## src/rtl/unjam_pkg.sv

```systemverilog
package unjam_pkg;
  typedef enum logic [2:0] {
    PH_IDLE   = 3'd0,
    PH_SCL_HI = 3'd1,
    PH_SCL_LO = 3'd2,
    PH_STOP_1 = 3'd3,
    PH_STOP_2 = 3'd4,
    PH_STOP_3 = 3'd5,
    PH_STOP_4 = 3'd6
  } phase_e;
endpackage

```

## src/rtl/unjam_rst_sync.sv

```systemverilog
module unjam_rst_sync #(
  parameter int STAGES = 2
) (
  input  logic clk,
  input  logic rst_n_async,
  output logic rst_n_sync
);
  logic [STAGES-1:0] chain_q;

  always_ff @(posedge clk or negedge rst_n_async) begin
    if (!rst_n_async) chain_q <= '0;
    else              chain_q <= {chain_q[STAGES-2:0], 1'b1};
  end

  assign rst_n_sync = chain_q[STAGES-1];
endmodule

```

## src/rtl/unjam_sda_sync.sv

```systemverilog
module unjam_sda_sync #(
  parameter int STAGES = 2
) (
  input  logic clk,
  input  logic rst_n,
  input  logic d_async,
  output logic d_sync
);
  logic [STAGES-1:0] ff_q;

  always_ff @(posedge clk or negedge rst_n) begin
    if (!rst_n) ff_q <= '1;
    else        ff_q <= {ff_q[STAGES-2:0], d_async};
  end

  assign d_sync = ff_q[STAGES-1];
endmodule

```

## src/rtl/unjam_step_timer.sv

```systemverilog
module unjam_step_timer #(
  parameter int STEP_CYCLES = 625
) (
  input  logic clk,
  input  logic rst_n,
  input  logic clear,
  input  logic run,
  output logic tick
);
  localparam int CW = $clog2(STEP_CYCLES + 1);
  localparam logic [CW-1:0] LAST = CW'(STEP_CYCLES - 1);

  logic [CW-1:0] cnt_q, cnt_d;
  logic          cnt_en;

  assign tick   = run && (cnt_q == LAST);
  assign cnt_en = clear || run;

  always_comb begin
    cnt_d = cnt_q;
    if (clear)     cnt_d = '0;
    else if (tick) cnt_d = '0;
    else           cnt_d = cnt_q + 1'b1;
  end

  always_ff @(posedge clk or negedge rst_n) begin
    if (!rst_n)      cnt_q <= '0;
    else if (cnt_en) cnt_q <= cnt_d;
  end
endmodule

```

## src/rtl/bus_unjam_seq.sv

```systemverilog
module bus_unjam_seq
  import unjam_pkg::*;
#(
  parameter int CLK_HZ      = 125_000_000,
  parameter int STEP_NS     = 5000,
  parameter int PULSES      = 9,
  parameter int SYNC_STAGES = 2
) (
  input  logic clk,
  input  logic rst_n,
  input  logic start,
  input  logic sda_in,
  output logic override_en,
  output logic scl_level,
  output logic sda_level,
  output logic done,
  output logic bus_free
);
  localparam longint STEP_RAW    = (longint'(CLK_HZ) * longint'(STEP_NS)) / 64'd1_000_000_000;
  localparam int     STEP_CYCLES = (STEP_RAW < 1) ? 1 : int'(STEP_RAW);
  localparam int     PW          = $clog2(PULSES + 1);
  localparam logic [PW-1:0] PULSE_LAST = PW'(PULSES - 1);

  logic    rst_sn;
  logic    sda_s;
  logic    tick;
  logic    launch;
  phase_e  phase_q, phase_d;
  logic [PW-1:0] pulse_q, pulse_d;
  logic    done_d;
  logic    done_q;
  logic    free_q;

  unjam_rst_sync #(.STAGES(2)) u_rst (
    .clk(clk), .rst_n_async(rst_n), .rst_n_sync(rst_sn)
  );

  unjam_sda_sync #(.STAGES(SYNC_STAGES)) u_sda (
    .clk(clk), .rst_n(rst_sn), .d_async(sda_in), .d_sync(sda_s)
  );

  assign launch = start && (phase_q == PH_IDLE);

  unjam_step_timer #(.STEP_CYCLES(STEP_CYCLES)) u_timer (
    .clk(clk), .rst_n(rst_sn), .clear(launch),
    .run(phase_q != PH_IDLE), .tick(tick)
  );

  // next-state logic
  always_comb begin
    phase_d = phase_q;
    pulse_d = pulse_q;
    done_d  = 1'b0;
    if (launch) begin
      phase_d = PH_SCL_HI;
      pulse_d = '0;
    end else if (tick) begin
      unique case (phase_q)
        PH_SCL_HI: phase_d = PH_SCL_LO;
        PH_SCL_LO: begin
          if (pulse_q == PULSE_LAST) phase_d = PH_STOP_1;
          else begin
            phase_d = PH_SCL_HI;
            pulse_d = pulse_q + 1'b1;
          end
        end
        PH_STOP_1: phase_d = PH_STOP_2;
        PH_STOP_2: phase_d = PH_STOP_3;
        PH_STOP_3: phase_d = PH_STOP_4;
        PH_STOP_4: begin
          phase_d = PH_IDLE;
          done_d  = 1'b1;
        end
        default:   phase_d = PH_IDLE;
      endcase
    end
  end

  // state registers
  always_ff @(posedge clk or negedge rst_sn) begin
    if (!rst_sn) begin
      phase_q <= PH_IDLE;
      pulse_q <= '0;
      done_q  <= 1'b0;
    end else begin
      phase_q <= phase_d;
      pulse_q <= pulse_d;
      done_q  <= done_d;
    end
  end

  always_ff @(posedge clk or negedge rst_sn) begin
    if (!rst_sn)     free_q <= 1'b0;
    else if (done_d) free_q <= sda_s;
  end

  // pin levels per phase
  always_comb begin
    scl_level = 1'b1;
    sda_level = 1'b1;
    unique case (phase_q)
      PH_SCL_LO: scl_level = 1'b0;
      PH_STOP_1: scl_level = 1'b0;
      PH_STOP_2: begin scl_level = 1'b0; sda_level = 1'b0; end
      PH_STOP_3: sda_level = 1'b0;
      default: ;
    endcase
  end

  assign override_en = (phase_q != PH_IDLE);
  assign done        = done_q;
  assign bus_free    = free_q;

  assert_idle_levels_R1: assert property (@(posedge clk) disable iff (!rst_sn)
    !override_en |-> (scl_level && sda_level));

  assert_launch_R2: assert property (@(posedge clk) disable iff (!rst_sn)
    (start && !override_en) |=> (override_en && scl_level && sda_level));

  assert_step_hold_R6: assert property (@(posedge clk) disable iff (!rst_sn)
    (override_en && !tick) |=> $stable(phase_q));

  assert_done_pulse_R7: assert property (@(posedge clk) disable iff (!rst_sn)
    done |=> !done);

  assert_done_release_R7: assert property (@(posedge clk) disable iff (!rst_sn)
    done |-> !override_en);

  assert_free_hold_R8: assert property (@(posedge clk) disable iff (!rst_sn)
    !done |-> $stable(bus_free));

  assert_busy_start_R9: assert property (@(posedge clk) disable iff (!rst_sn)
    (override_en && start && !tick) |=> $stable(phase_q));
endmodule

```

## config.mk

```make
export PLATFORM = sky130hd
export DESIGN_NAME = bus_unjam_seq
export DESIGN_NICKNAME = d
export VERILOG_FILES = /design/src/rtl/unjam_pkg.sv /design/src/rtl/unjam_rst_sync.sv /design/src/rtl/unjam_sda_sync.sv /design/src/rtl/unjam_step_timer.sv /design/src/rtl/bus_unjam_seq.sv
export SDC_FILE = /design/constraint.sdc
export NUM_CORES = 1
export LEC_CHECK = 0
export BUFFER_PORTS_ARGS = -buffer_cell sky130_fd_sc_hd__buf_4
export CELL_PAD_IN_SITES_DETAIL_PLACEMENT = 1
export CELL_PAD_IN_SITES_GLOBAL_PLACEMENT = 2
export CORE_MARGIN = 5
export CORE_UTILIZATION = 41
export CTS_CLUSTER_SIZE = 12
export DETAILED_ROUTE_END_ITERATION = 8
export PLACE_DENSITY = 0.93
export SETUP_SLACK_MARGIN = 0.02
export SLEW_MARGIN = 20
export SYNTH_ARGS = -nofsm -noshare
export SYNTH_HDL_FRONTEND = slang
export SYNTH_HIERARCHICAL = 1
export SYNTH_SLANG_ARGS = --single-unit
```

## constraint.sdc

```tcl
create_clock -name clk -period 2.4 [get_ports clk]
set_input_delay 0.24 -clock clk [delete_from_list [all_inputs] [get_ports clk]]
set_output_delay 0.24 -clock clk [all_outputs]
set_load 0.01 [all_outputs]
```

---- After elaboration in Yosys (flattened, before gate mapping) ----
Index checks and enable logic that the tools add are counted.
cells by class
  add/sub/neg operators ................... 2
  equality and inequality tests ........... 9
  multiplexer cells ....................... 15
  reductions and logical operators ........ 10
operators with widths
  kind                                                                   number
  10-bit two-way mux                                                     2
  4-bit two-way mux                                                      4
  3-bit one-hot mux with 5 select lines                                  1
  10-bit by 1-bit adder with 10-bit output, second input constant        1
  10-bit equality test, second input constant                            1
  3-bit equality test, second input constant                             3
  3-bit by 2-bit equality test with 1-bit output, second input constant  2
  3-bit two-way mux                                                      2
  1-bit two-way mux                                                      5
  4-bit by 1-bit adder with 4-bit output, second input constant          1
  4-bit equality test, second input constant                             1
  2-bit nonzero test                                                     2
  3-bit by 1-bit equality test with 1-bit output, second input constant  1
  3-bit logical NOT                                                      1
  3-bit AND reduction                                                    1
  3-bit nonzero test                                                     1
  3-bit OR reduction                                                     1
  1-bit logical AND                                                      2
  2-bit two-way mux                                                      1
  2-bit by 1-bit != test with 1-bit output, second input constant        1
  2-bit OR reduction                                                     1
  1-bit logical OR                                                       1
storage, ports and cells
  flip-flop bits (word level) ............. 23
  input bits .............................. 4
  output and inout port bits .............. 5
  logic and storage cells ................. 43

---- Depth between registers and ports, before layout ----
  depth after elaboration ................. 5
  depth in mapped cells ................... 8
  mapped depth without buffers ............ 7

---- By module ----
Netlist, hierarchy kept.
modules (own cells, without submodules)
  module            times used  cells each  area each (µm²)  sequential area each (µm²)
  unjam_step_timer  1           54          579.3            250.2
  bus_unjam_seq     1           48          506.7            225.2
  unjam_rst_sync    1           3           53.8             50.0
  unjam_sda_sync    1           2           52.6             52.6

---- Least setup slack after synthesis ----
No wires, ideal clock.
  path type ............................... register -> register
  from .................................... register u_timer.cnt_q[0]
  to ...................................... register pulse_q[1]
  library setup time ...................... 0.120 ns
  arrival time ............................ 1.913 ns
  required time ........................... 2.280 ns
  path slack .............................. 0.367 ns
  cell stages (with the launch flop) ...... 8
  path buffers ............................ 0
  clock period less this slack ............ 2.033 ns
  cells stage by stage .................... dfrtp_1 inv_1 ha_1 or4b_4 nor4_4 and4bb_2 nand2_1 a31o_1
on the way
  word-level cells in the longest chain between the ends .. 4
ends and longest elaborated chain
  element                        RTL line                text
  from (decl)                    unjam_step_timer.sv:13  logic [CW-1:0] cnt_q, cnt_d;
  from (signal assigned)         unjam_step_timer.sv:28  else if (cnt_en) cnt_q <= cnt_d;
  10-bit equality test           unjam_step_timer.sv:16  assign tick = run && (cnt_q == LAST);
  1-bit logical AND              unjam_step_timer.sv:16
  named net tick                 bus_unjam_seq.sv:26     logic tick;
  2-bit nonzero test (no line)   -
  3-bit AND reduction (no line)  -
  to (signal assigned)           bus_unjam_seq.sv:87     pulse_q <= pulse_d;
  to (decl)                      bus_unjam_seq.sv:29     logic [PW-1:0] pulse_q, pulse_d;
The timed path passes the listed nets, and every way through them passes these cells.
A chain may end at the register's enable or synchronous reset.

---- Final worst setup path ----
  from .................................... register u_timer.cnt_q[0]
  to ...................................... register free_q (netlist: bus_free)
on the way
  word-level cells in the longest chain between the ends .. 4
ends and longest elaborated chain
  element               RTL line                text
  10-bit equality test  unjam_step_timer.sv:16
  1-bit logical AND     unjam_step_timer.sv:16
  named net tick        bus_unjam_seq.sv:26
  1-bit two-way mux     bus_unjam_seq.sv:57     end else if (tick) begin
  1-bit two-way mux     bus_unjam_seq.sv:54     if (launch) begin
  named net done_d      bus_unjam_seq.sv:30     logic done_d;
  to (signal assigned)  bus_unjam_seq.sv:94     else if (done_d) free_q <= sda_s;
  to (decl)             bus_unjam_seq.sv:32     logic free_q;
The timed path passes the listed nets, and every way through them passes these cells.

==> qor.yml <==
outcome:
  status: "completed"
synth:
  async_flop_share: 1.00
  ys.warnings.count: 6
  ys.flop_type: "dfrtp_1"
  postSynthAreaPerCell_um2: 11.1
  ys_types: 36
  synthCells: 107
  synth_area_mm2: 0.00119
  synth_edf_count: 0
  synth-seq-cells: 23
  synth-seq-area-share: 0.485
  synth_nets: 115
routing:
  totalWireLength_um: 2140
  post_drt_wl_per_cell_um: 14.3
  drt_iter0_drc: 31
  dr.pass1.iters: 4
  drc: 0
  vias: 780
  vias_per_cell: 5.20
  postRouteAntennaNets: 0
final_layout:
  syn_to_final_growth_pct: 10.8
  final_common_cell: "dfrtp_1"
  n_fill_cell: 308
  finalNonFillerCells: 150
  final_cell_mix: "21 x dfrtp_1, 11 x nand2_1, 10 x buf_4"
  diodes: 0
  drive_gt1_frac: 0.277
  final_util: 0.475
  layout.nets: 128
  fin_area_mm2: 0.00132
timing:
  period_share: 0.883
  clock_skew_ps: 3.12
  hold_viol: 0
  fin_tns_setup_ps: 0
  rsz0062_at_grt: "no"
  worst_slew_pin_slew_ps: 824
  relSlewSlack: 0.451
  final.min_clock_period_ps: 2120
  setup-violations-final: 0
  fmax_mhz: 472
  slew_violations: 0
worst_setup_path:
  worstSetupEndpointType: "flop"
  cp-startpoint: "u_timer/cnt_q[0]$_DFFE_PN0P_"
  r2r_slack_ps: 280
  rr_worst_depth: 7
  cp.required_ps: 2610
  r2r_start: "u_timer/cnt_q[0]$_DFFE_PN0P_"
  worst-setup-path-type: "flop to flop"
  startpoint_type: "flop"
  arrival_ps: 2330
  crit_fanout: 4
  r2r-end: "bus_free$_DFFE_PN0P_"
grt:
  grt.busiest_layer: "met2"
  grt_max_degree: 22
  globalRouteMet2Util: 0.181
  grt_pass1_wl_um: 3800
  antenna_found_initial: 0
  grt.met1_usage: 0.158
  grt-ovfl-total: 0
  grt_pass1_vias: 801
  grtUsageTotal: 0.117
  use_met3: 0.0385
clock_tree:
  cts.sinks: 23
  cts_setup_buffers: 0
  htree_num_levels: 1
  cts-hold-fix-buffers: 1
  root_buffer: "clkbuf_4"
  clkTransAtPathRegs_ps: 130
  clock_path_buffers: 2
  cts-resized-gates: 0
  cts_made_buffers: 3
  cts_tree: "done"
  clk_latency_ps: 310
hold_path:
  hold_path.class: "input pin to async pin"
placed_design:
  dpl.cell_count: 144
  gp_congestion: 0.834
  port_buffers: 8
  dp_hpwl_um: 1630
  placed_cell_area_mm2: 0.00127
power:
  leakage_nw: 0.616
  p_per_area_mw_per_mm2: 713
  power_mw: 0.942
  ir_worst_vdd_uv: 639
floorplanning:
  rows: 19
  fp.dieH_um: 63.9
  pin_count: 9
  die_w_um: 63.9
  dieArea_mm2: 0.00409
  core_mm2: 0.00278
  initial_core_util: 0.429
job:
  maxCapViolCount: 0
==> through the flow <==
step | setup WS [ps] | hold slack [ps]
2_1_floorplan | 367 | -55.6
3_3_place_gp | 334 | 22.4
3_5_place_dp | 263 | 22.8
4_1_cts | 251 | 7.98
5_1_grt | 138 | 180
6_report | 282 | 217
==> where the power goes <==
| part | internal, mW | total, mW | switching [mW] |
|---|---|---|---|
| sequential | 0.456 | 0.537 | 0.0808 |
| clock | 0.0635 | 0.184 | 0.120 |
| combinational | 0.109 | 0.221 | 0.112 |
| total | 0.629 | 0.942 | 0.314 |
==> registers in the layout, indices dropped and copies added (netlist names) <==
signal / flops
u_timer/cnt_q: 10
pulse_q: 4
phase_q: 3
u_rst/chain_q: 2
u_sda/ff_q: 2
bus_free: 1
done: 1
==> critical path, cell delays in order (launching register included) <==
cell and delay, ps:
dfrtp_1 440, inv_1 70, ha_1 130, or4b_4 470
nor4_4 200, nand2_1 140, nor2_1 200, mux2_2 360
==> kinds of logic (layout without fill, tap and decap cells) <==
family / count (synthesis) / in the layout / share of synthesized area
simple gates: 45 / 45 / 0.243
flops: 23 / 23 / 0.485
compound gates: 9 / 9 / 0.0535
xor+xnor: 9 / 9 / 0.0661
buf+inv: 9 / 21 / 0.0451
mux: 7 / 7 / 0.0619
fa+ha+maj: 4 / 4 / 0.0420
other cells: 1 / 1 / 0.00314
==> worst max path at each step <==
stage                             endpoint  slack [ps]
floorplan           pulse_q[1]$_DFFE_PN0P_         370
global placement      bus_free$_DFFE_PN0P_         330
detailed placement    bus_free$_DFFE_PN0P_         260
CTS                   bus_free$_DFFE_PN0P_         250
global route          bus_free$_DFFE_PN0P_         140
finish                bus_free$_DFFE_PN0P_         280
==> synth_stat cells (all sizes together), types with 2 or more instances <==
| master | count | area share |
|---|---|---|
| dfrtp | 21 | 0.44 |
| nand2 | 11 | 0.035 |
| nor2 | 11 | 0.054 |
| xor2 | 6 | 0.044 |
| inv | 5 | 0.016 |
| ha | 4 | 0.042 |
| mux2i | 4 | 0.034 |
| buf | 3 | 0.025 |
| mux2 | 3 | 0.028 |
| nand2b | 3 | 0.016 |
| xnor2 | 3 | 0.022 |
| a21oi | 2 | 0.0084 |
| a31o | 2 | 0.015 |
| and3 | 2 | 0.010 |
| dfstp | 2 | 0.044 |
| nand3 | 2 | 0.0084 |
| nand3b | 2 | 0.013 |
| nand4 | 2 | 0.010 |
| nor2b | 2 | 0.010 |
| or3 | 2 | 0.010 |
| or4b | 2 | 0.023 |
==> routing by layer <==
metal / routed length [um] / up-vias / share of wire
met5: 0 / - / 0
met4: 18 / 0 / 0.0084
met3: 76 / 2 / 0.035
met2: 982 / 10 / 0.46
met1: 1070 / 381 / 0.50
li1: - / 387 / -
==> final cells by class <==
| class | instances | area, um2 | area share |
|---|---|---|---|
| well taps | 31 | 38.8 | 0.0294 |
| clock inverters | 1 | 7.51 | 0.00568 |
| clock buffers | 3 | 22.5 | 0.0170 |
| repair buffers | 12 | 95.1 | 0.0720 |
| inverters | 5 | 18.8 | 0.0142 |
| multi-input cells | 75 | 561 | 0.424 |
| flip-flops and latches | 23 | 578 | 0.437 |
Power figures use the tool's default switching activity.
